[config.mk]
export PLATFORM = sky130hd
export DESIGN_NAME = sync_pulse_gen
export DESIGN_NICKNAME = d
export VERILOG_FILES = /design/src/rtl/sync_gen_pkg.sv /design/src/rtl/sync_src_sel.sv /design/src/rtl/sync_oneshot.sv /design/src/rtl/sync_interval_timer.sv /design/src/rtl/sync_pulse_gen.sv
export SDC_FILE = /design/constraint.sdc
export NUM_CORES = 1
export LEC_CHECK = 0
export BUFFER_PORTS_ARGS = -buffer_cell sky130_fd_sc_hd__buf_2
export CORE_ASPECT_RATIO = 0.7
export CORE_MARGIN = 2
export CORE_UTILIZATION = 56
export DETAILED_ROUTE_END_ITERATION = 16
export PLACE_DENSITY = 0.79
export SYNTH_ARGS = -nofsm -noshare
export SYNTH_HDL_FRONTEND = slang
export SYNTH_SLANG_ARGS = --single-unit
[constraint.sdc]
create_clock -name clk -period 2.4 [get_ports clk]
set_input_delay 0.36 -clock clk [delete_from_list [all_inputs] [get_ports clk]]
set_output_delay 0.36 -clock clk [all_outputs]
set_load 0.05 [all_outputs]
[src/rtl/sync_gen_pkg.sv]
package sync_gen_pkg;
   localparam int unsigned SRC_SEL_W = 3;
   localparam int unsigned NUM_SRC   = 1 << SRC_SEL_W;
   localparam int unsigned NUM_EXT   = 4;

   typedef enum logic [SRC_SEL_W-1:0] {
      SRC_EXT0    = 3'd0,
      SRC_EXT1    = 3'd1,
      SRC_EXT2    = 3'd2,
      SRC_EXT3    = 3'd3,
      SRC_TIMER   = 3'd4,
      SRC_ONESHOT = 3'd5,
      SRC_ZERO    = 3'd6,
      SRC_ONE     = 3'd7
   } sync_src_e;
endpackage

[src/rtl/sync_src_sel.sv]
module sync_src_sel
   import sync_gen_pkg::*;
#(
   parameter int unsigned EXT_N = NUM_EXT
) (
   input  logic [EXT_N-1:0]     ext_i,
   input  logic                 timer_i,
   input  logic                 oneshot_i,
   input  logic [SRC_SEL_W-1:0] sel_i,
   output logic                 sync_o
);
   logic [NUM_SRC-1:0] cand;

   if (EXT_N != 4) begin : g_bad_ext
      $error("sync_src_sel: encoding reserves exactly four external lines");
   end

   for (genvar i = 0; i < EXT_N; i++) begin : g_ext
      assign cand[i] = ext_i[i];
   end
   assign cand[SRC_TIMER]   = timer_i;
   assign cand[SRC_ONESHOT] = oneshot_i;
   assign cand[SRC_ZERO]    = 1'b0;
   assign cand[SRC_ONE]     = 1'b1;

   assign sync_o = cand[sel_i];
endmodule

[src/rtl/sync_oneshot.sv]
module sync_oneshot (
   input  logic clk_i,
   input  logic rst_ni,
   input  logic strobe_i,
   output logic pulse_o
);
   logic strobe_q;
   logic pulse_q;

   always_ff @(posedge clk_i) begin
      if (!rst_ni) begin
         strobe_q <= 1'b0;
         pulse_q  <= 1'b0;
      end else begin
         strobe_q <= strobe_i;
         pulse_q  <= strobe_i & ~strobe_q;
      end
   end

   assign pulse_o = pulse_q;

   // never two consecutive cycles high
   p_single_cycle_r8: assert property (@(posedge clk_i) disable iff (!rst_ni)
      pulse_q |=> !pulse_q);
   // a one-shot needs the strobe seen in the previous cycle
   p_from_strobe_r8: assert property (@(posedge clk_i) disable iff (!rst_ni)
      strobe_i && !strobe_q |=> pulse_q);
endmodule

[src/rtl/sync_interval_timer.sv]
module sync_interval_timer #(
   parameter int unsigned CNT_W = 32,
   parameter int unsigned PW_W  = 8
) (
   input  logic             clk_i,
   input  logic             rst_ni,
   input  logic             src_i,
   input  logic             hold_i,
   input  logic [CNT_W-1:0] period_m1_i,
   input  logic [PW_W-1:0]  width_m1_i,
   output logic             pulse_o
);
   if (CNT_W < 2 || CNT_W > 64) begin : g_bad_cnt
      $error("sync_interval_timer: CNT_W out of range");
   end
   if (PW_W < 1 || PW_W > CNT_W) begin : g_bad_pw
      $error("sync_interval_timer: PW_W out of range");
   end

   logic [CNT_W-1:0] cnt_q;
   logic [PW_W-1:0]  rem_q;
   logic             pulse_q;
   logic             src_q;
   logic             rise;
   logic             term;
   logic             start;

   assign rise  = src_i & ~src_q;
   assign term  = cnt_q >= period_m1_i;
   assign start = rise | term;

   always_ff @(posedge clk_i) begin
      if (!rst_ni) begin
         cnt_q   <= '0;
         rem_q   <= '0;
         pulse_q <= 1'b0;
         src_q   <= 1'b0;
      end else begin
         src_q <= src_i;
         if (hold_i) begin
            cnt_q   <= '0;
            rem_q   <= '0;
            pulse_q <= 1'b0;
         end else if (start) begin
            cnt_q   <= '0;
            rem_q   <= width_m1_i;
            pulse_q <= 1'b1;
         end else begin
            cnt_q <= cnt_q + 1'b1;
            if (rem_q != '0) begin
               rem_q <= rem_q - 1'b1;
            end else begin
               pulse_q <= 1'b0;
            end
         end
      end
   end

   assign pulse_o = pulse_q;

   // hold parks the counter
   p_hold_r7: assert property (@(posedge clk_i) disable iff (!rst_ni)
      hold_i |=> (cnt_q == '0 && !pulse_q));
   // terminal count wraps and fires
   p_wrap_r2: assert property (@(posedge clk_i) disable iff (!rst_ni)
      (!hold_i && cnt_q >= period_m1_i) |=> (cnt_q == '0 && pulse_q));
   // rising source edge realigns
   p_restart_r5: assert property (@(posedge clk_i) disable iff (!rst_ni)
      (!hold_i && src_i && !src_q) |=> (cnt_q == '0 && pulse_q));
   // pulse persists while width remains
   p_width_r3: assert property (@(posedge clk_i) disable iff (!rst_ni)
      (!hold_i && pulse_q && rem_q != '0) |=> pulse_q);
endmodule

[src/rtl/sync_pulse_gen.sv]
module sync_pulse_gen
   import sync_gen_pkg::*;
#(
   parameter int unsigned CNT_W = 32,
   parameter int unsigned PW_W  = 8
) (
   input  logic                 clk,
   input  logic                 rst_n,
   input  logic [NUM_EXT-1:0]   ext_sync,
   input  logic                 wr_strobe,
   input  logic [CNT_W-1:0]     period_m1,
   input  logic [PW_W-1:0]      width_m1,
   input  logic [SRC_SEL_W-1:0] timer_sel,
   input  logic [SRC_SEL_W-1:0] cons_sel,
   output logic                 timer_sync,
   output logic                 cons_sync
);
   logic oneshot;
   logic timer_src;
   logic timer_hold;
   logic pulse;

   sync_oneshot u_oneshot (
      .clk_i    (clk),
      .rst_ni   (rst_n),
      .strobe_i (wr_strobe),
      .pulse_o  (oneshot)
   );

   // Own pulse is not fed back: code 100 on the timer acts as free-run.
   sync_src_sel #(.EXT_N(NUM_EXT)) u_timer_sel (
      .ext_i     (ext_sync),
      .timer_i   (1'b0),
      .oneshot_i (oneshot),
      .sel_i     (timer_sel),
      .sync_o    (timer_src)
   );

   assign timer_hold = (timer_sel == SRC_ONE);

   sync_interval_timer #(.CNT_W(CNT_W), .PW_W(PW_W)) u_timer (
      .clk_i       (clk),
      .rst_ni      (rst_n),
      .src_i       (timer_src),
      .hold_i      (timer_hold),
      .period_m1_i (period_m1),
      .width_m1_i  (width_m1),
      .pulse_o     (pulse)
   );

   sync_src_sel #(.EXT_N(NUM_EXT)) u_cons_sel (
      .ext_i     (ext_sync),
      .timer_i   (pulse),
      .oneshot_i (oneshot),
      .sel_i     (cons_sel),
      .sync_o    (cons_sync)
   );

   assign timer_sync = pulse;

   // constant codes on the consumer
   p_const_zero_r9: assert property (@(posedge clk) disable iff (!rst_n)
      cons_sel == SRC_ZERO |-> !cons_sync);
   p_const_one_r9: assert property (@(posedge clk) disable iff (!rst_n)
      cons_sel == SRC_ONE |-> cons_sync);
   // timer code mirrors the pulse output
   p_cons_timer_r9: assert property (@(posedge clk) disable iff (!rst_n)
      cons_sel == SRC_TIMER |-> cons_sync == timer_sync);
endmodule

=== Word level (Yosys, flattened, before mapping) ===
Cells that the tools add are included.

* Reduce and logical (&&, ||, !) cells: 4
* Bitwise operators: 6
* Equality and inequality tests: 2
* Add/sub/neg operators: 2
* Muxes and demuxes: 8
* $lt $le $gt $ge: 3

{| class="wikitable"
|+ Operators with widths
! cell !! count
|-
| 32-bit by 1-bit adder with 32-bit output (second input constant) || 1
|-
| 32-bit greater-or-equal comparator || 1
|-
| 8-bit 2-to-1 mux || 2
|-
| 3-bit by 4-bit < comparator with 1-bit output (second input constant) || 2
|-
| 8-bit nonzero test || 1
|-
| 8-bit by 1-bit subtractor with 8-bit output (second input constant) || 1
|-
| 1-bit binary-select mux with 3-bit select || 2
|-
| 1-bit 2-to-1 mux || 4
|-
| 3-bit == test (second input constant) || 1
|-
| 1-bit inverter || 3
|-
| 3-bit OR reduction || 1
|-
| 1-bit AND || 2
|-
| 2-bit by 1-bit inequality test with 1-bit output (second input constant) || 1
|-
| 2-bit nonzero test || 1
|-
| 2-bit OR reduction || 1
|-
| 1-bit OR || 1
|}

* Output and inout bits: 2
* Register bits: 44
* Bits of input ports: 53
* Word-level logic and storage cells: 31

=== Logic depth before layout (Yosys ltp) ===
Gate-level depths: netlist (run 1).

* Depth in word-level cells: 5
* Depth in mapped cells: 9
* Mapped depth without buffers: 8

=== Hierarchy ===
A second synthesis (run 1) with hierarchy kept.

* Cell total of the unflattened synthesis: 351
* Area total of the unflattened synthesis: 3022.9 µm²

{| class="wikitable"
|+ By module, submodules not included
! module !! seq. area each (µm²) !! cells an instance !! area each (µm²) !! times used
|-
| sync_interval_timer || 840.8 || 329 || 2837.7 || 1
|-
| sync_src_sel || 0.0 || 8 || 60.1 || 2
|-
| sync_oneshot || 40.0 || 4 || 55.1 || 1
|-
| sync_pulse_gen || 0.0 || 2 || 10.0 || 1
|}

=== Least setup slack after synthesis (run 1) ===
Ideal clock, no wire load.

* Path type: register to output
* Start: reg u_timer.pulse_q, in the netlist u_timer.pulse_o
* End: out cons_sync
* Arrival: 1782 ps
* Path slack: 258 ps
* Cell stages (with the launch flop): 4
* Data required time: 2040 ps
* Path buffers: 0
* Path through: dfxtp_1 mux2i_1 o221a_2 a21oi_1

* Word-level cells in the longest chain between the ends: 2

{| class="wikitable"
|+ Ends and longest elaborated chain
! item !! line !! text
|-
| start: declaration || sync_interval_timer.sv:22 || <nowiki>logic pulse_q;</nowiki>
|-
| start signal: assignment || sync_interval_timer.sv:36 || <nowiki>pulse_q <= 1'b0;</nowiki>
|-
| start signal: assignment || sync_interval_timer.sv:43 || <nowiki>pulse_q <= 1'b0;</nowiki>
|-
| start signal: assignment || sync_interval_timer.sv:47 || <nowiki>pulse_q <= 1'b1;</nowiki>
|-
| 1-bit binary-select mux with 3-bit select || sync_src_sel.sv:26 || <nowiki>assign sync_o = cand[sel_i];</nowiki>
|-
| 1-bit 2-to-1 mux (implied by the code) || sync_src_sel.sv:26 ||
|-
| end: declaration || sync_pulse_gen.sv:16 || <nowiki>output logic cons_sync</nowiki>
|}

No other way between the ends. The select of a mux whose other input is x is not followed.

=== Final worst setup path (run 1) ===
* Start: reg u_timer.cnt_q[0]
* End: reg u_timer.cnt_q[10]

* Word-level cells in the longest chain between the ends: 3
* Elaborated cells on any way between the ends: 4
* Those cells by class: add/sub: 1; order compare: 1; bitwise: 1; reduce/logical: 1

{| class="wikitable"
|+ Ends and longest elaborated chain
! item !! line !! text
|-
| start: declaration || sync_interval_timer.sv:20 || <nowiki>logic [CNT_W-1:0] cnt_q;</nowiki>
|-
| start signal: assignment || sync_interval_timer.sv:49 || <nowiki>cnt_q <= cnt_q + 1'b1;</nowiki>
|-
| 32-bit greater-or-equal comparator || sync_interval_timer.sv:29 || <nowiki>assign term = cnt_q >= period_m1_i;</nowiki>
|-
| 1-bit OR || sync_interval_timer.sv:30 || <nowiki>assign start = rise | term;</nowiki>
|-
| 3-bit OR reduction (no line) || -- ||
|}

Several ways; a longest one is shown, not always the timed one.
A chain may end at the register's enable or synchronous reset.

==> out/qor.csv, run 1 <==
stage,metric,value,unit
outcome,status,"complete, no violations",
die,Die Area,0.005959,mm^2
timing,Tcrit/Tclk final,0.9180,
timing,Pins Over Slew Limit,0,
clock_network,Num CTS Buffers,5,
setup_path,Worst Setup Path Type,reg2reg,
setup_path,Worst path slowest cell,a2111oi_1,
route,routed via count,2637,
worst_hold_path,critical hold path startpoint,wr_strobe,
die,chip width,91.42,um
clock_network,CTS root buf,clkbuf_8,
global_route,grt total ovfl,0,
route,post-route ant nets,0,
global_route,largest net degree at the start of global routing,31,
clock_network,clock sink count,44,
layout,nets,506,
global_route,gr usage total,0.2261,
setup_path,Worst Path Required,2.61,ns
logic_synthesis,synthesized instance count,360,
layout,synthesis-to-finish area growth,15.08,%
power_and_ir_drop,VDD IR max,0.5463,mV
timing,Fin Clk Skew,0.006332,ns
global_route,antenna violations before repair,0,
route,Post-route DRC,0,
placed_design,IO Port Bufs,54,
job,Max Cap Viol,0,
logic_synthesis,syn avg cell area,8.320,um^2
global_route,global-route wire length before repair,10860,um
logic_synthesis,Yosys warning total,0,
setup_path,reg2reg setup slack,0.20,ns
layout,diodes inserted,0,
timing,Slew HR,0.6839,
placed_design,dpl cells,483,
layout,final-layout fill cell count,436,
setup_path,beginning of the critical path,u_timer.cnt_q[0],
route,final wirelength,6366,um
placed_design,GPL Wtd Cong,0.7876,
route,1st-pass router iterations,4,
die,Initial Util,0.5758,
layout,Finished Layout Cells,490,
placed_design,Detailed Place HPWL,4924,um
setup_path,max incr delay on CP,0.43,ns
setup_path,r2r startpoint,u_timer.cnt_q[0],
power_and_ir_drop,Leakage,0.001635,uW
clock_network,clock-pin transition on the worst setup and hold timing paths,0.08,ns
logic_synthesis,post-synthesis sequential area ratio,0.2941,
logic_synthesis,predominant post-synthesis flop cell,dfxtp_1,
timing,Slew @ Worst Pin,0.4706,ns
power_and_ir_drop,Overall Power,1987,uW
clock_network,CTS tree,built,
setup_path,crit path buf inv count,2,
clock_network,post-CTS setup buffers,0,
die,die span in y,65.19,um
setup_path,nature of the critical path startpoint,flip-flop,
setup_path,crit-path cells,inv_1 -> ha_1 -> nand2b_1 -> a2111oi_1 -> nor4_1 -> o211ai_2 -> nand3_2 -> buf_4 -> nor3_1,
clock_network,worst skew pair latency,0.30,ns
timing,Fmax,453.9,MHz
route,vias per cell,5.382,
global_route,vias in the first global route,2490,
timing,Setup-failing EPs final,0,
worst_hold_path,HP Class,in2reg,
logic_synthesis,syn nets,448,
logic_synthesis,most frequent cells after synthesis,"dfxtp_1 (44), inv_1 (42), nand2_1 (39)",
logic_synthesis,distinct cell type count after synthesis,43,
logic_synthesis,synthesized cell area,0.002995,mm^2
clock_network,Clock Tree Buf Depth,2,
route,DR iter-0 viols,140,
setup_path,Worst Path Max Fanout,16,
setup_path,Crit path max-delay family,simple AND/OR/NAND/NOR gates,
logic_synthesis,"EDFF count, synth",0,
setup_path,Critical Path AT,2.42,ns
timing,post-route minimum period,2.203,ns
die,I/O Pins,55,
timing,final hold violations,0,
layout,layout cells sized above 1,0.1986,
route,wire per inst,12.99,um
logic_synthesis,Synth area leaders,"dfxtp_1 (29%), ha_1 (15%), xor2_1 (6.1%), inv_1 (5.3%), nand2_1 (4.9%)",
die,row count,22,
timing,RSZ-0062 raised after global routing,no,
logic_synthesis,Post-synth ARST share,0,
logic_synthesis,most common cell in the netlist,dfxtp_1,
die,Core ar.,0.005202,mm^2
clock_network,H-tree levels,2,
logic_synthesis,largest area contributor in the netlist,dfxtp_1,
setup_path,Crit. End Element,flip-flop,
logic_synthesis,share of Yosys cell area claimed by the top area cell type,0.2941,
logic_synthesis,Yosys reg bits,44,
power_and_ir_drop,Power Density,576.5,mW/mm^2
timing,Setup TNS,0,ns
[registers in the layout (all words and copies together), names as in the netlist]
signal / count
u_timer.pulse_o: 1
u_timer.rem_q: 8
u_oneshot.pulse_o: 1
u_timer.cnt_q: 32
u_timer.src_q: 1
u_oneshot.strobe_q: 1
[kinds of logic after synthesis]
| group | count (synthesis) | share of synthesized area |
|---|---|---|
| buffers and inverters | 51 | 0.06767 |
| xor gates and xnor gates | 37 | 0.1082 |
| muxes | 11 | 0.03718 |
| and+or+nand+nor | 146 | 0.2728 |
| DFF | 44 | 0.2941 |
| adders and majority gates | 35 | 0.1462 |
| AOI/OAI and AO/OA | 36 | 0.07394 |
[path summary, 6_finish.rpt]
kind,end,cells past startpoint
worst max-delay path,u_timer.cnt_q[10],9
worst min-delay path,u_oneshot.strobe_q,2
worst max register to register,u_timer.cnt_q[10],9
worst min register to register,u_oneshot.pulse_o,1
[per-layer routing]
metal | share of wire | GRT usage
met1 | 0.49 | 0.3009
met2 | 0.45 | 0.3814
met3 | 0.052 | 0.03440
met4 | 0.0094 | 0.07008
met5 | 0 | 0
[cells in the final DEF (no fill, tap or decap), drive strengths merged, types with 8 or more instances in the layout]
cell,count
nor3,35
nor2,19
nand2,39
nand3,14
inv,42
buf,60
dfxtp,44
nand4,15
a21oi,17
mux2i,10
o21ai,8
ha,35
xor2,21
xnor2,16
[power breakdown]
group | total [uW] | internal [uW] | switching [uW]
Sequential | 889 | 807 | 81.7
Combinational | 659 | 316 | 343
Clock | 439 | 198 | 241
Total | 1990 | 1320 | 666
[area by class of cell]
cell class                      count  area (um^2)  area share
Multi-Input combinational cell    265         1913      0.5550
Sequential cell                    44        880.8      0.2555
Timing Repair Buffer               60        327.8     0.09510
Inverter                           42        157.7     0.04573
Tap cell                           72        90.09     0.02613
Clock buffer                        6        72.57     0.02105
Clock inverter                      1        5.005    0.001452
[stage by stage]
step,hold slack (ns),area [um^2],setup slack (ns),utilization
detailed placement,0.3802,3368,0.08373,0.6474
CTS,0.2921,3446,0.1922,0.6623
finish,0.2883,3447,0.1968,0.6626
floorplan,0.3674,2995,0.2584,-
global placement,0.3720,3368,0.1478,0.6474
global route,0.3007,3447,0.04772,0.6626
[what timing repair did]
action,in CTS,in global routing
setup endpoints to repair,0,7
hold buffers,0,0
gates resized for setup,0,1
endpoints found under the hold margin,0,0
Power figures use the tool's default switching activity.
==> run 2: changes to the inputs <==
Settings changed: CORE_ASPECT_RATIO 0.7 to 1.75, TNS_END_PERCENT set to 20.
==> out/qor.csv, run 2 (synthesis gave the netlist of run 1 again) <==
stage,metric,value,unit,change
power_and_ir_drop,Leakage,0.001649,uW,+0.85%
setup_path,Critical Path AT,2.34,ns,-0.08 ns
timing,Slew @ Worst Pin,0.4989,ns,+0.02824 ns
power_and_ir_drop,Overall Power,2035,uW,+2.4%
route,wire per inst,13.21,um,+1.7%
timing,post-route minimum period,2.140,ns,-0.06311 ns
setup_path,reg2reg path depth,9,,unchanged
placed_design,IO Port Bufs,54,,unchanged
setup_path,crit path buf inv count,2,,unchanged
setup_path,Crit. End Element,flip-flop,,
setup_path,reg2reg setup slack,0.26,ns,+0.06 ns
clock_network,hold buffers post-CTS,0,,unchanged
route,Post-route DRC,0,,unchanged
setup_path,Reg-to-Reg End,u_timer.cnt_q[0],,
clock_network,CTS resizes,0,,unchanged
setup_path,Worst Setup Path Type,reg2reg,,
layout,Largest Register,u_timer.cnt_q,,
layout,synthesis-to-finish area growth,15.46,%,
timing,Tcrit/Tclk final,0.8917,,-0.02629
setup_path,max incr delay on CP,0.41,ns,-0.02 ns
route,post-route ant nets,0,,unchanged
global_route,global-route wire length before repair,11100,um,+2.2%
setup_path,beginning of the critical path,u_timer.cnt_q[0],,
setup_path,nature of the critical path startpoint,flip-flop,,
clock_network,CTS tree,built,,
layout,max reg flops,32,,unchanged
clock_network,Num CTS Buffers,5,,unchanged
power_and_ir_drop,VDD IR max,0.6143,mV,+12%
timing,final hold violations,0,,unchanged
route,1st-pass router iterations,4,,unchanged
job,Max Cap Viol,0,,unchanged
clock_network,post-CTS setup buffers,0,,unchanged
timing,RSZ-0062 raised after global routing,no,,
power_and_ir_drop,Power Density,588.3,mW/mm^2,+2.1%
die,row count,35,,+59%
clock_network,CTS root buf,clkbuf_8,,
timing,Slew HR,0.6674,,-0.01647
setup_path,Crit path depth,9,,unchanged
layout,most frequent cells in the layout,"buf_2 (54), dfxtp_1 (44), inv_1 (42)",,
layout,nets,507,,+0.20%
setup_path,r2r startpoint,u_timer.cnt_q[0],,
layout,diodes inserted,0,,unchanged
layout,largest registers,"u_timer.cnt_q: 32 flops, u_timer.rem_q: 8 flops",,
layout,layout cells sized above 1,0.2000,,+0.001435
outcome,status,"complete, no violations",,
setup_path,crit-path cells,inv_1 -> ha_1 -> nand2b_1 -> a2111oi_1 -> nor4_1 -> o211ai_2 -> nand3_2 -> buf_12 -> nor3_1,,
setup_path,Worst path slowest cell,a2111oi_1,,
setup_path,CP Capture Point,u_timer.cnt_q[0],,
die,Initial Util,0.5748,,-0.0009676
worst_hold_path,HP Class,in2reg,,
timing,hold_ws,0.2994,ns,+0.01113 ns
setup_path,Worst Path Max Fanout,19,,+3
timing,Setup TNS,0,ns,unchanged
placed_design,GPL Wtd Cong,0.8089,,+2.7%
timing,Fmax,467.3,MHz,+2.9%
clock_network,worst skew pair latency,0.29,ns,about the same
clock_network,H-tree levels,2,,unchanged
route,routed via count,2677,,+1.5%
route,vias per cell,5.636,,+4.7%
die,Die Area,0.005973,mm^2,+0.23%
global_route,vias in the first global route,2755,,+11%
clock_network,clock-pin transition on the worst setup and hold timing paths,0.08,ns,about the same
clock_network,clock sink count,44,,unchanged
timing,Pins Over Slew Limit,0,,unchanged
global_route,grt total ovfl,0,,unchanged
layout,"most common cell after layout, fill and taps aside",buf_2,,
die,die span in y,100.8,um,+55%
setup_path,Crit path max-delay family,simple AND/OR/NAND/NOR gates,,
die,I/O Pins,55,,unchanged
setup_path,Worst Path Required,2.60,ns,about the same
layout,Final Core Density,0.6636,,+0.001047
placed_design,Detailed Place HPWL,4877,um,-0.95%
timing,Fin Clk Skew,0.004134,ns,-0.002198 ns
global_route,antenna violations before repair,0,,unchanged
timing,Setup-failing EPs final,0,,unchanged
global_route,gr usage total,0.2318,,+0.005643
route,final wirelength,6274,um,-1.4%
die,chip width,59.29,um,-35%
die,Core ar.,0.005211,mm^2,+0.17%
layout,final-layout fill cell count,452,,+3.7%
route,DR iter-0 viols,56,,-60%
global_route,largest net degree at the start of global routing,31,,unchanged
clock_network,Clock Tree Buf Depth,2,,unchanged
run 2: cell count changes in the layout (fill, tap and decap cells not counted), sizes merged:
cell,previous run,this run
clkbuf,6,8
clkinv,1,0
buf,60,61
run 2: through the flow:
stage / setup slack, ns / instance area, um^2 / std cells
global placement: 0.2030 / 3367 / 467
CTS: 0.2477 / 3457 / 475
finish: 0.2599 / 3458 / 475
detailed placement: 0.1603 / 3367 / 467
global route: 0.07135 / 3458 / 475
floorplan: 0.2584 / 2995 / 360
run 2: final cells by class:
class	count	area, um^2	area share
multi-input cells	265	1913	0.5532
flip-flops and latches	44	880.8	0.2547
repair buffers	61	347.8	0.1006
inverters	42	157.7	0.04559
clock buffers	8	90.09	0.02605
well taps	55	68.82	0.01990
run 2: per-layer routing:
| metal | part of all wire | global-route usage | vias up |
|---|---|---|---|
| met2 | 0.55 | 0.4446 | 68 |
| met1 | 0.39 | 0.2412 | 1238 |
| met3 | 0.033 | 0.02824 | 14 |
| li1 | - | - | 1357 |
| met4 | 0.028 | 0.09091 | 0 |
| met5 | 0 | 0 | - |
run 2: power breakdown:
part           total, uW  switching [uW]  internal, uW
Sequential           891            84.0           807
Combinational        667             346           321
Clock                477             242           235
run 2: worst min-delay path by stage:
stage,to,from,cells after the start,slack (ns)
floorplan,u_oneshot.pulse_o,u_oneshot.strobe_q,1,0.37
global placement,u_oneshot.pulse_o,u_oneshot.strobe_q,1,0.38
detailed placement,u_oneshot.pulse_o,u_oneshot.strobe_q,1,0.39
CTS,u_oneshot.strobe_q,wr_strobe,2,0.30
global route,u_oneshot.strobe_q,wr_strobe,2,0.31
finish,u_oneshot.strobe_q,wr_strobe,2,0.30
